--- config.mk ---
export PLATFORM = sky130hd
export DESIGN_NAME = soft_mute_ramp
export DESIGN_NICKNAME = d
export VERILOG_FILES = /design/src/rtl/smr_pkg.sv /design/src/rtl/smr_ramp_ctrl.sv /design/src/rtl/smr_coef_rom.sv /design/src/rtl/smr_scaler.sv /design/src/rtl/soft_mute_ramp.sv
export SDC_FILE = /design/constraint.sdc
export NUM_CORES = 2
export LEC_CHECK = 0
export BUFFER_PORTS_ARGS = -buffer_cell sky130_fd_sc_hd__buf_2
export CAP_MARGIN = 20
export CORE_UTILIZATION = 45
export DETAILED_ROUTE_END_ITERATION = 10
export PLACE_DENSITY = 0.63
export SLEW_MARGIN = 15
export SYNTH_ARGS = -nofsm -noshare
export SYNTH_HDL_FRONTEND = slang
export SYNTH_SLANG_ARGS = --single-unit
export TNS_END_PERCENT = 20
--- constraint.sdc ---
create_clock -name clk -period 9.9 [get_ports clk]
set_clock_uncertainty 0.2 [all_clocks]
set_input_delay 0.495 -clock clk [delete_from_list [all_inputs] [get_ports clk]]
set_output_delay 0.495 -clock clk [all_outputs]
set_load 0.01 [all_outputs]
--- src/rtl/smr_pkg.sv ---
package smr_pkg;

  localparam int STEPS  = 32;
  localparam int IDX_W  = 6;
  localparam int COEF_W = 16;

  // 65536 * 0.5 * (1 + cos(pi*k/32)), k = 1..31; k = 0 is handled as unity
  function automatic logic [COEF_W-1:0] ramp_coef(input logic [4:0] k);
    logic [COEF_W-1:0] c;
    case (k)
      5'd0:  c = 16'hFFFF;
      5'd1:  c = 16'd65378;
      5'd2:  c = 16'd64906;
      5'd3:  c = 16'd64125;
      5'd4:  c = 16'd63042;
      5'd5:  c = 16'd61667;
      5'd6:  c = 16'd60014;
      5'd7:  c = 16'd58098;
      5'd8:  c = 16'd55938;
      5'd9:  c = 16'd53556;
      5'd10: c = 16'd50973;
      5'd11: c = 16'd48215;
      5'd12: c = 16'd45308;
      5'd13: c = 16'd42280;
      5'd14: c = 16'd39161;
      5'd15: c = 16'd35980;
      5'd16: c = 16'd32768;
      5'd17: c = 16'd29556;
      5'd18: c = 16'd26375;
      5'd19: c = 16'd23256;
      5'd20: c = 16'd20228;
      5'd21: c = 16'd17321;
      5'd22: c = 16'd14563;
      5'd23: c = 16'd11980;
      5'd24: c = 16'd9598;
      5'd25: c = 16'd7438;
      5'd26: c = 16'd5522;
      5'd27: c = 16'd3869;
      5'd28: c = 16'd2494;
      5'd29: c = 16'd1411;
      5'd30: c = 16'd630;
      default: c = 16'd158;
    endcase
    return c;
  endfunction

endpackage

--- src/rtl/smr_ramp_ctrl.sv ---
module smr_ramp_ctrl
  import smr_pkg::*;
#(
  parameter int HOLD_LEN = 32
) (
  input  logic             clk,
  input  logic             rst,
  input  logic             step_en,
  input  logic             mute_req,
  input  logic             pll_locked,
  output logic [IDX_W-1:0] idx,
  output logic             fully_muted
);

  localparam int HOLD_W = (HOLD_LEN > 1) ? $clog2(HOLD_LEN) : 1;
  localparam logic [IDX_W-1:0]  IDX_END  = IDX_W'(STEPS);
  localparam logic [HOLD_W-1:0] HOLD_TOP = HOLD_W'(HOLD_LEN - 1);

  logic [HOLD_W-1:0] hold_q, hold_nxt;
  logic [IDX_W-1:0]  idx_nxt;
  logic              eff_mute, moving;

  always_comb begin
    eff_mute = mute_req | ~pll_locked;
    moving   = eff_mute ? (idx != IDX_END) : (idx != '0);
    idx_nxt  = idx;
    hold_nxt = hold_q;
    if (step_en && moving) begin
      if (hold_q == HOLD_TOP) begin
        hold_nxt = '0;
        idx_nxt  = eff_mute ? idx + 1'b1 : idx - 1'b1;
      end else begin
        hold_nxt = hold_q + 1'b1;
      end
    end
  end

  always_ff @(posedge clk) begin
    if (rst) begin
      idx         <= IDX_END;
      hold_q      <= '0;
      fully_muted <= 1'b1;
    end else begin
      idx         <= idx_nxt;
      hold_q      <= hold_nxt;
      fully_muted <= (idx_nxt == IDX_END);
    end
  end

  assert_idx_still_R10: assert property (@(posedge clk) disable iff (rst)
    !step_en |=> $stable(idx));
  assert_mute_dir_R5: assert property (@(posedge clk) disable iff (rst)
    (step_en && eff_mute) |=> (idx == $past(idx) || idx == $past(idx) + 1'b1));
  assert_release_dir_R6: assert property (@(posedge clk) disable iff (rst)
    (step_en && !eff_mute) |=> (idx == $past(idx) || idx == $past(idx) - 1'b1));
  assert_idx_range_R5: assert property (@(posedge clk) disable iff (rst)
    idx <= IDX_END);
  assert_flag_track_R11: assert property (@(posedge clk) disable iff (rst)
    fully_muted == (idx == IDX_END));

endmodule

--- src/rtl/smr_coef_rom.sv ---
module smr_coef_rom
  import smr_pkg::*;
(
  input  logic              clk,
  input  logic              rd_en,
  input  logic [IDX_W-1:0]  idx,
  output logic [COEF_W-1:0] coef_q,
  output logic              unity_q,
  output logic              zero_q
);

  // registered read so the table maps onto a synchronous ROM
  always_ff @(posedge clk) begin
    if (rd_en) begin
      coef_q  <= ramp_coef(idx[4:0]);
      unity_q <= (idx == '0);
      zero_q  <= (idx == IDX_W'(STEPS));
    end
  end

endmodule

--- src/rtl/smr_scaler.sv ---
module smr_scaler
  import smr_pkg::*;
#(
  parameter int DATA_W = 24
) (
  input  logic                     clk,
  input  logic                     rst,
  input  logic                     in_valid,
  input  logic signed [DATA_W-1:0] sample,
  input  logic [COEF_W-1:0]        coef,
  input  logic                     unity,
  input  logic                     zero,
  output logic signed [DATA_W-1:0] result
);

  localparam int PW = DATA_W + COEF_W + 1;
  localparam logic signed [DATA_W-1:0] SMAX = {1'b0, {(DATA_W-1){1'b1}}};
  localparam logic signed [DATA_W-1:0] SMIN = {1'b1, {(DATA_W-1){1'b0}}};

  logic signed [PW-1:0]     a_ext, c_ext, prod, rsum;
  logic signed [DATA_W:0]   shifted;
  logic signed [DATA_W-1:0] sat;

  always_comb begin
    a_ext   = PW'(sample);
    c_ext   = PW'({1'b0, coef});
    prod    = a_ext * c_ext;
    rsum    = prod + (PW'(1) <<< (COEF_W - 1));
    shifted = rsum[PW-1:COEF_W];
    if (shifted[DATA_W] != shifted[DATA_W-1])
      sat = shifted[DATA_W] ? SMIN : SMAX;
    else
      sat = shifted[DATA_W-1:0];
  end

  always_ff @(posedge clk) begin
    if (rst) begin
      result <= '0;
    end else if (in_valid) begin
      if (zero)       result <= '0;
      else if (unity) result <= sample;
      else            result <= sat;
    end
  end

  assert_unity_pass_R3: assert property (@(posedge clk) disable iff (rst)
    (in_valid && unity) |=> result == $past(sample));
  assert_zero_clear_R4: assert property (@(posedge clk) disable iff (rst)
    (in_valid && zero) |=> result == '0);

endmodule

--- src/rtl/soft_mute_ramp.sv ---
module soft_mute_ramp
  import smr_pkg::*;
#(
  parameter int DATA_W   = 24,
  parameter int HOLD_LEN = 32
) (
  input  logic                     clk,
  input  logic                     rst,
  input  logic                     smp_valid,
  input  logic signed [DATA_W-1:0] smp_left,
  input  logic signed [DATA_W-1:0] smp_right,
  input  logic                     mute_req,
  input  logic                     pll_locked,
  output logic                     out_valid,
  output logic signed [DATA_W-1:0] out_left,
  output logic signed [DATA_W-1:0] out_right,
  output logic                     fully_muted
);

  logic [IDX_W-1:0]  gain_idx;
  logic [COEF_W-1:0] coef_q;
  logic              unity_q, zero_q;
  logic              s1_valid;
  logic signed [DATA_W-1:0] s1_smp [2];
  logic signed [DATA_W-1:0] res    [2];

  smr_ramp_ctrl #(.HOLD_LEN(HOLD_LEN)) u_ctrl (
    .clk(clk), .rst(rst), .step_en(smp_valid), .mute_req(mute_req),
    .pll_locked(pll_locked), .idx(gain_idx), .fully_muted(fully_muted)
  );

  smr_coef_rom u_rom (
    .clk(clk), .rd_en(smp_valid), .idx(gain_idx),
    .coef_q(coef_q), .unity_q(unity_q), .zero_q(zero_q)
  );

  always_ff @(posedge clk) begin
    if (rst) begin
      s1_valid  <= 1'b0;
      out_valid <= 1'b0;
      s1_smp[0] <= '0;
      s1_smp[1] <= '0;
    end else begin
      s1_valid  <= smp_valid;
      out_valid <= s1_valid;
      if (smp_valid) begin
        s1_smp[0] <= smp_left;
        s1_smp[1] <= smp_right;
      end
    end
  end

  for (genvar ch = 0; ch < 2; ch++) begin : g_chan
    smr_scaler #(.DATA_W(DATA_W)) u_scale (
      .clk(clk), .rst(rst), .in_valid(s1_valid), .sample(s1_smp[ch]),
      .coef(coef_q), .unity(unity_q), .zero(zero_q), .result(res[ch])
    );
  end

  assign out_left  = res[0];
  assign out_right = res[1];

  assert_latency_fwd_R2: assert property (@(posedge clk) disable iff (rst)
    smp_valid |-> ##2 out_valid);
  assert_latency_bwd_R2: assert property (@(posedge clk) disable iff (rst)
    out_valid |-> $past(smp_valid, 2));

endmodule

# Word level (Yosys, flattened, before mapping)
# Memories as Yosys holds them, arrays and structs flattened. A register that Yosys moved wholly into a read port is not among the register bits.
# Index checks and enable logic that the tools add are counted.
dict set report classes {
  n_bitwise 4
  n_reduce_logical 3
  n_mul 2
  eq_ne 6
  n_mux 20
  addsub 5
}
# cell count
set op_table {}
lappend op_table {{24-bit two-way mux} 10}
lappend op_table {{41-bit by 17-bit adder with 41-bit output, second input constant} 2}
lappend op_table {{24-bit by 17-bit multiplier with 41-bit output} 2}
lappend op_table {{6-bit two-way mux} 3}
lappend op_table {{6-bit equality test, second input constant} 2}
lappend op_table {{6-bit by 1-bit adder with 6-bit output, second input constant} 1}
lappend op_table {{6-bit zero test} 1}
lappend op_table {{1-bit two-way mux} 6}
lappend op_table {{6-bit inequality test, second input constant} 1}
lappend op_table {{6-bit nonzero test} 1}
lappend op_table {{6-bit by 1-bit subtractor with 6-bit output, second input constant} 1}
lappend op_table {{5-bit by 1-bit adder with 5-bit output, second input constant} 1}
lappend op_table {{5-bit equality test, second input constant} 1}
lappend op_table {{5-bit two-way mux} 1}
lappend op_table {{1-bit bitwise OR} 3}
lappend op_table {{1-bit inequality test} 2}
lappend op_table {{1-bit logical AND} 1}
lappend op_table {{1-bit NOT} 1}
dict set report word_totals {
  mem_bits_ro 512
  wordCells 51
  memories 2
  mem_bits_rw 48
  input_bits 53
  reg_bits 64
}
# memory words word_bits read_ports rd_clocked_by_memory_dff wr line_no
set memory_table {}
lappend memory_table {{(no name shown)} 32 16 1 1 0 smr_pkg.sv:10} ;# case (k)
lappend memory_table {s1_smp 2 24 2 0 2 soft_mute_ramp.sv:24} ;# logic signed [DATA_W-1:0] s1_smp [2];

# Depth between registers and ports, before layout
# An unclocked memory read counts as a cell.
dict set report depth {
  depth_word 7
  mapped_depth 29
}

# Cells and area by module
# From an unflattened synthesis, not the netlist that was laid out.
dict set report hier_totals {
  hier_cells 3887
  area_unflattened_um2 35230.0
}
# mod area_per_inst_um2 cells_per_inst n_inst seq_area_each_um2
set by_module_without_submodules {}
lappend by_module_without_submodules {{smr_scaler (g_chan[0].u_scale)} 15591.2 1760 1 480.5}
lappend by_module_without_submodules {{smr_scaler (g_chan[1].u_scale)} 15499.9 1787 1 480.5}
lappend by_module_without_submodules {soft_mute_ramp 1970.6 111 1 1481.4}
lappend by_module_without_submodules {smr_coef_rom 1390.1 146 1 540.5}
lappend by_module_without_submodules {smr_ramp_ctrl 778.2 83 1 240.2}

# Worst setup path before layout
# No wires, ideal clock.
dict set report synth_timing {
  path_kind {flip-flop to flip-flop}
  from {register u_rom.coef_q[2]}
  to {register g_chan[1].u_scale.result[11]}
  setup_ps 122
  stages_incl_launch_ff 25
  period_less_slack_ps 6912
  t_required_ps 9578
  path_buffers 3
  slack_ps 2988
  t_arrival_ps 6590
  path_cell_list {edfxtp_1 clkbuf_1 clkbuf_1 nand2_1 fa_1 fa_1 inv_1 fa_1 fa_1 fa_1 inv_1 fa_1 inv_1 ha_1 nand2_1 nor2_1 nor4b_2 o2111ai_1 o211ai_1 a31oi_4 mux2_4 nand3_2 buf_2 a21oi_1 a221o_1}
}
dict set report synth_via {
  elab_chain_cells 6
}
# item line_no
set synth_rtl {}
lappend synth_rtl {{start: declaration} smr_coef_rom.sv:7} ;# output logic [COEF_W-1:0] coef_q,
lappend synth_rtl {{24-bit by 17-bit multiplier with 41-bit output *} smr_scaler.sv:27} ;# prod = a_ext * c_ext;
lappend synth_rtl {{41-bit by 17-bit adder with 41-bit output *} smr_scaler.sv:28} ;# rsum = prod + (PW'(1) <<< (COEF_W - 1));
lappend synth_rtl {{24-bit two-way mux / 1-bit inequality test (equally long branches)} {smr_scaler.sv:31, smr_scaler.sv:30}}
lappend synth_rtl {{24-bit two-way mux *} smr_scaler.sv:30} ;# if (shifted[DATA_W] != shifted[DATA_W-1])
lappend synth_rtl {{24-bit two-way mux *} smr_scaler.sv:41} ;# else if (unity) result <= sample;
lappend synth_rtl {{24-bit two-way mux *} smr_scaler.sv:40} ;# if (zero) result <= '0;
lappend synth_rtl {{end signal: assignment} smr_scaler.sv:41}
lappend synth_rtl {{end signal: assignment} smr_scaler.sv:42} ;# else result <= sat;
lappend synth_rtl {{end: declaration} smr_scaler.sv:13} ;# output logic signed [DATA_W-1:0] result
# Every way passes the cells marked *; elsewhere a longest branch is shown, timed or not.
# A chain may end at the register's enable or synchronous reset.

# Worst setup path in the final report
dict set report layout_timing {
  from {register u_rom.coef_q[10]}
  to {register g_chan[1].u_scale.result[14]}
}
# The elaborated chain is that of the path after synthesis.

==> results.json <==
{
  "hp-class": "in -> reg",
  "via_count": 25400,
  "synth_xor_xnor_area_share_pct": 1.80,
  "grt_setup_unrepaired": "no",
  "synth-seq-cells": 128,
  "grt_pass1_vias": 27100,
  "detail_route.iter0.violations": 1464,
  "rows": 101,
  "die-width_um": 280,
  "dieArea_um2": 78400,
  "cts_tree": "done",
  "dieHeight_um": 280,
  "whs_ns": 0.0747,
  "finalWeightedCongestion": 0.884,
  "grt_start_max_net_pins": 51,
  "synth_compound_area_share_pct": 7.24,
  "stdcell_count": 4883,
  "syn_inst": 3869,
  "status": "complete, no violations",
  "max_freq_mhz": 124,
  "worstSetupStartpointType": "flop",
  "crit_required_ns": 10.11,
  "slew_viol_final": 0,
  "vias_per_cell": 5.20,
  "place_inst": 4848,
  "root_buffer": "clkbuf_16",
  "worst-path-max-fanout": 25,
  "place_hpwl_um": 69400,
  "cts_hold_buf": 0,
  "ys_seq_area_share_pct": 9.26,
  "core_um2": 76200,
  "dp_slack_ns": 1.86,
  "setup_tns_ns": 0,
  "crit_chain": "buf_4 -> nand2_1 -> fa_1 -> inv_1 -> fa_1 -> inv_1 -> fa_1 -> inv_1 -> fa_1 -> fa_1 -> inv_1 -> fa_1 -> inv_1 -> ha_1 -> a211oi_1 -> and2_1 -> o211ai_1 -> o21bai_2 -> o31ai_4 -> a31oi_4 -> mux2i_2 -> or2_1 -> o21ai_0 -> a221o_1",
  "final_layout_size_suffix_gt1_share_pct": 5.04,
  "final_net_count": 4891,
  "grt_first_pass_wirelength_um": 147000,
  "max-clock-path-buffers": 2,
  "grt-ovfl-total": 0,
  "hold_viol_final": 0,
  "synthArstFlopShare_pct": 0,
  "critical_path_buf_inv_count": 6,
  "postCtsSetupRepairBufs": 0,
  "cts.sink_count": 128,
  "slowest_delay_ns": 1.08,
  "numCtsBuffers": 17,
  "setup_violations": 0,
  "cp.arrival_ns": 8.27,
  "synthesis.nets": 4923,
  "ant_nets": 0,
  "synth_enable_flop_cells": 66,
  "ys_warn_count": 0,
  "synthMuxAreaShare_pct": 0.284,
  "synth-simple-area-share_pct": 16.2,
  "io_pins": 103,
  "n_fill_cell": 7371,
  "min_period_ns": 8.06,
  "maxSlewHeadroom_pct": 25.8,
  "dr.pass1.iters": 5,
  "drv_cap": 0,
  "path_clk_slew_ns": 0.09,
  "port_buffers": 102,
  "finalWorstSetupSlack_ns": 1.84,
  "synth_top_family_by_area": "adder cells",
  "wl_um": 90600,
  "syn_avg_cell_area_um2": 8.99,
  "drc_errors": 0,
  "start_util_pct": 45.7,
  "critPathCaptureType": "flop",
  "insertion_delay_ns": 0.52,
  "synthAdderAreaFrac_pct": 52.2,
  "period_share_pct": 81.4,
  "synth_cell_type_count": 85,
  "grtUsageTotal_pct": 24.5,
  "critPathKind": "reg -> reg",
  "ctsResizeCount": 0,
  "crit_top_cell": "fa_1",
  "htreeDepth": 4,
  "antenna_found_initial": 1,
  "synth-main-ff-cell": "edfxtp_1",
  "areaGrowthSynthToFinish_pct": 5.59,
  "tightest_slew_ns": 1.11,
  "cpMaxStageDelayCell": "edfxtp_1",
  "syn-cell-area_um2": 34800,
  "crit_family": "adder cells",
  "wl_per_cell_um": 18.6
}
==> worst paths after layout <==
path	from	to	slack [ns]	cells after the start
worst min-delay path	smp_left[13]	s1_smp[0][13]$_SDFFCE_PN0P_	0.07	2
worst max-delay path	u_rom.coef_q[10]$_DFFE_PP_	g_chan[1].u_scale.result[14]$_SDFFE_PP0P_	1.84	24
worst min register to register	g_chan[1].u_scale.result[10]$_SDFFE_PP0P_	g_chan[1].u_scale.result[10]$_SDFFE_PP0P_	0.26	2
worst max register to register	u_rom.coef_q[10]$_DFFE_PP_	g_chan[1].u_scale.result[14]$_SDFFE_PP0P_	1.84	24
==> sequential cells by signal (all words and copies together) (netlist names) <==
signal and cells:
g_chan.u_scale.result 48, s1_smp 48, u_rom.coef_q 16, u_ctrl.idx 6
u_ctrl.hold_q 5, out_valid 1, s1_valid 1, u_ctrl.fully_muted 1
u_rom.unity_q 1, u_rom.zero_q 1
==> stage by stage <==
| step | util (%) | area, µm² |
|---|---|---|
| floorplan | - | 34800 |
| finish | 48.2 | 36700 |
| global route | 48.2 | 36700 |
| detailed placement | 47.5 | 36200 |
| global placement | 47.5 | 36200 |
| CTS | 48.2 | 36700 |
==> per-layer routing <==
metal	part of all wire (%)	GRT usage [%]
met1	41	30.4
met2	50	42.6
met3	4.7	3.51
met4	3.9	10.0
met5	0	0
==> placed cells by master (no fill, tap or decap), types with 29 or more instances in the layout <==
master / n
inv_1: 1008
fa_1: 753
and2_1: 510
nand2_1: 384
ha_1: 248
a21oi_1: 109
buf_2: 102
o21ai_0: 80
nor2_1: 67
edfxtp_1: 66
dfxtp_1: 62
xnor2_1: 54
a21o_1: 36
a22oi_1: 32
buf_4: 29
==> cell usage after synthesis (15+ instances only) <==
master	count	share of area, %
a22oi_1	32	0.69
a21oi_1	109	1.6
clkbuf_1	174	1.9
a21o_1	36	0.78
a31oi_1	16	0.29
o21ai_0	80	1.2
xor2_1	15	0.38
ha_1	248	8.9
nor2_1	69	0.74
xnor2_1	54	1.4
nand3_1	21	0.30
nor3_1	26	0.37
nand2_1	384	4.1
and2_1	510	9.2
inv_1	1008	11
fa_1	753	43
edfxtp_1	66	5.7
dfxtp_1	62	3.6
==> final cells by class <==
cell class / instances / area [µm²] / area share [%]
Inverter: 1009 / 3790 / 10.3
Sequential cell: 128 / 3220 / 8.77
Antenna cell: 3 / 7.51 / 0.0204
Clock inverter: 12 / 96.3 / 0.262
Clock buffer: 20 / 468 / 1.27
Timing Repair Buffer: 134 / 788 / 2.15
Tap cell: 1030 / 1290 / 3.51
Multi-Input combinational cell: 2547 / 27100 / 73.7
==> kinds of logic (layout without fill, tap and decap cells) <==
group           Yosys count  in the layout
flops                   128            128
simple gates           1083           1083
fa+ha+maj              1001           1001
mux                       9              9
other cells               0              3
buf+inv                1194           1175
compound gates          384            384
xor+xnor                 70             70
Power is left out: the tool's default activity adds up to more than one toggle a clock period on the data nets, which glitch-free logic cannot reach.
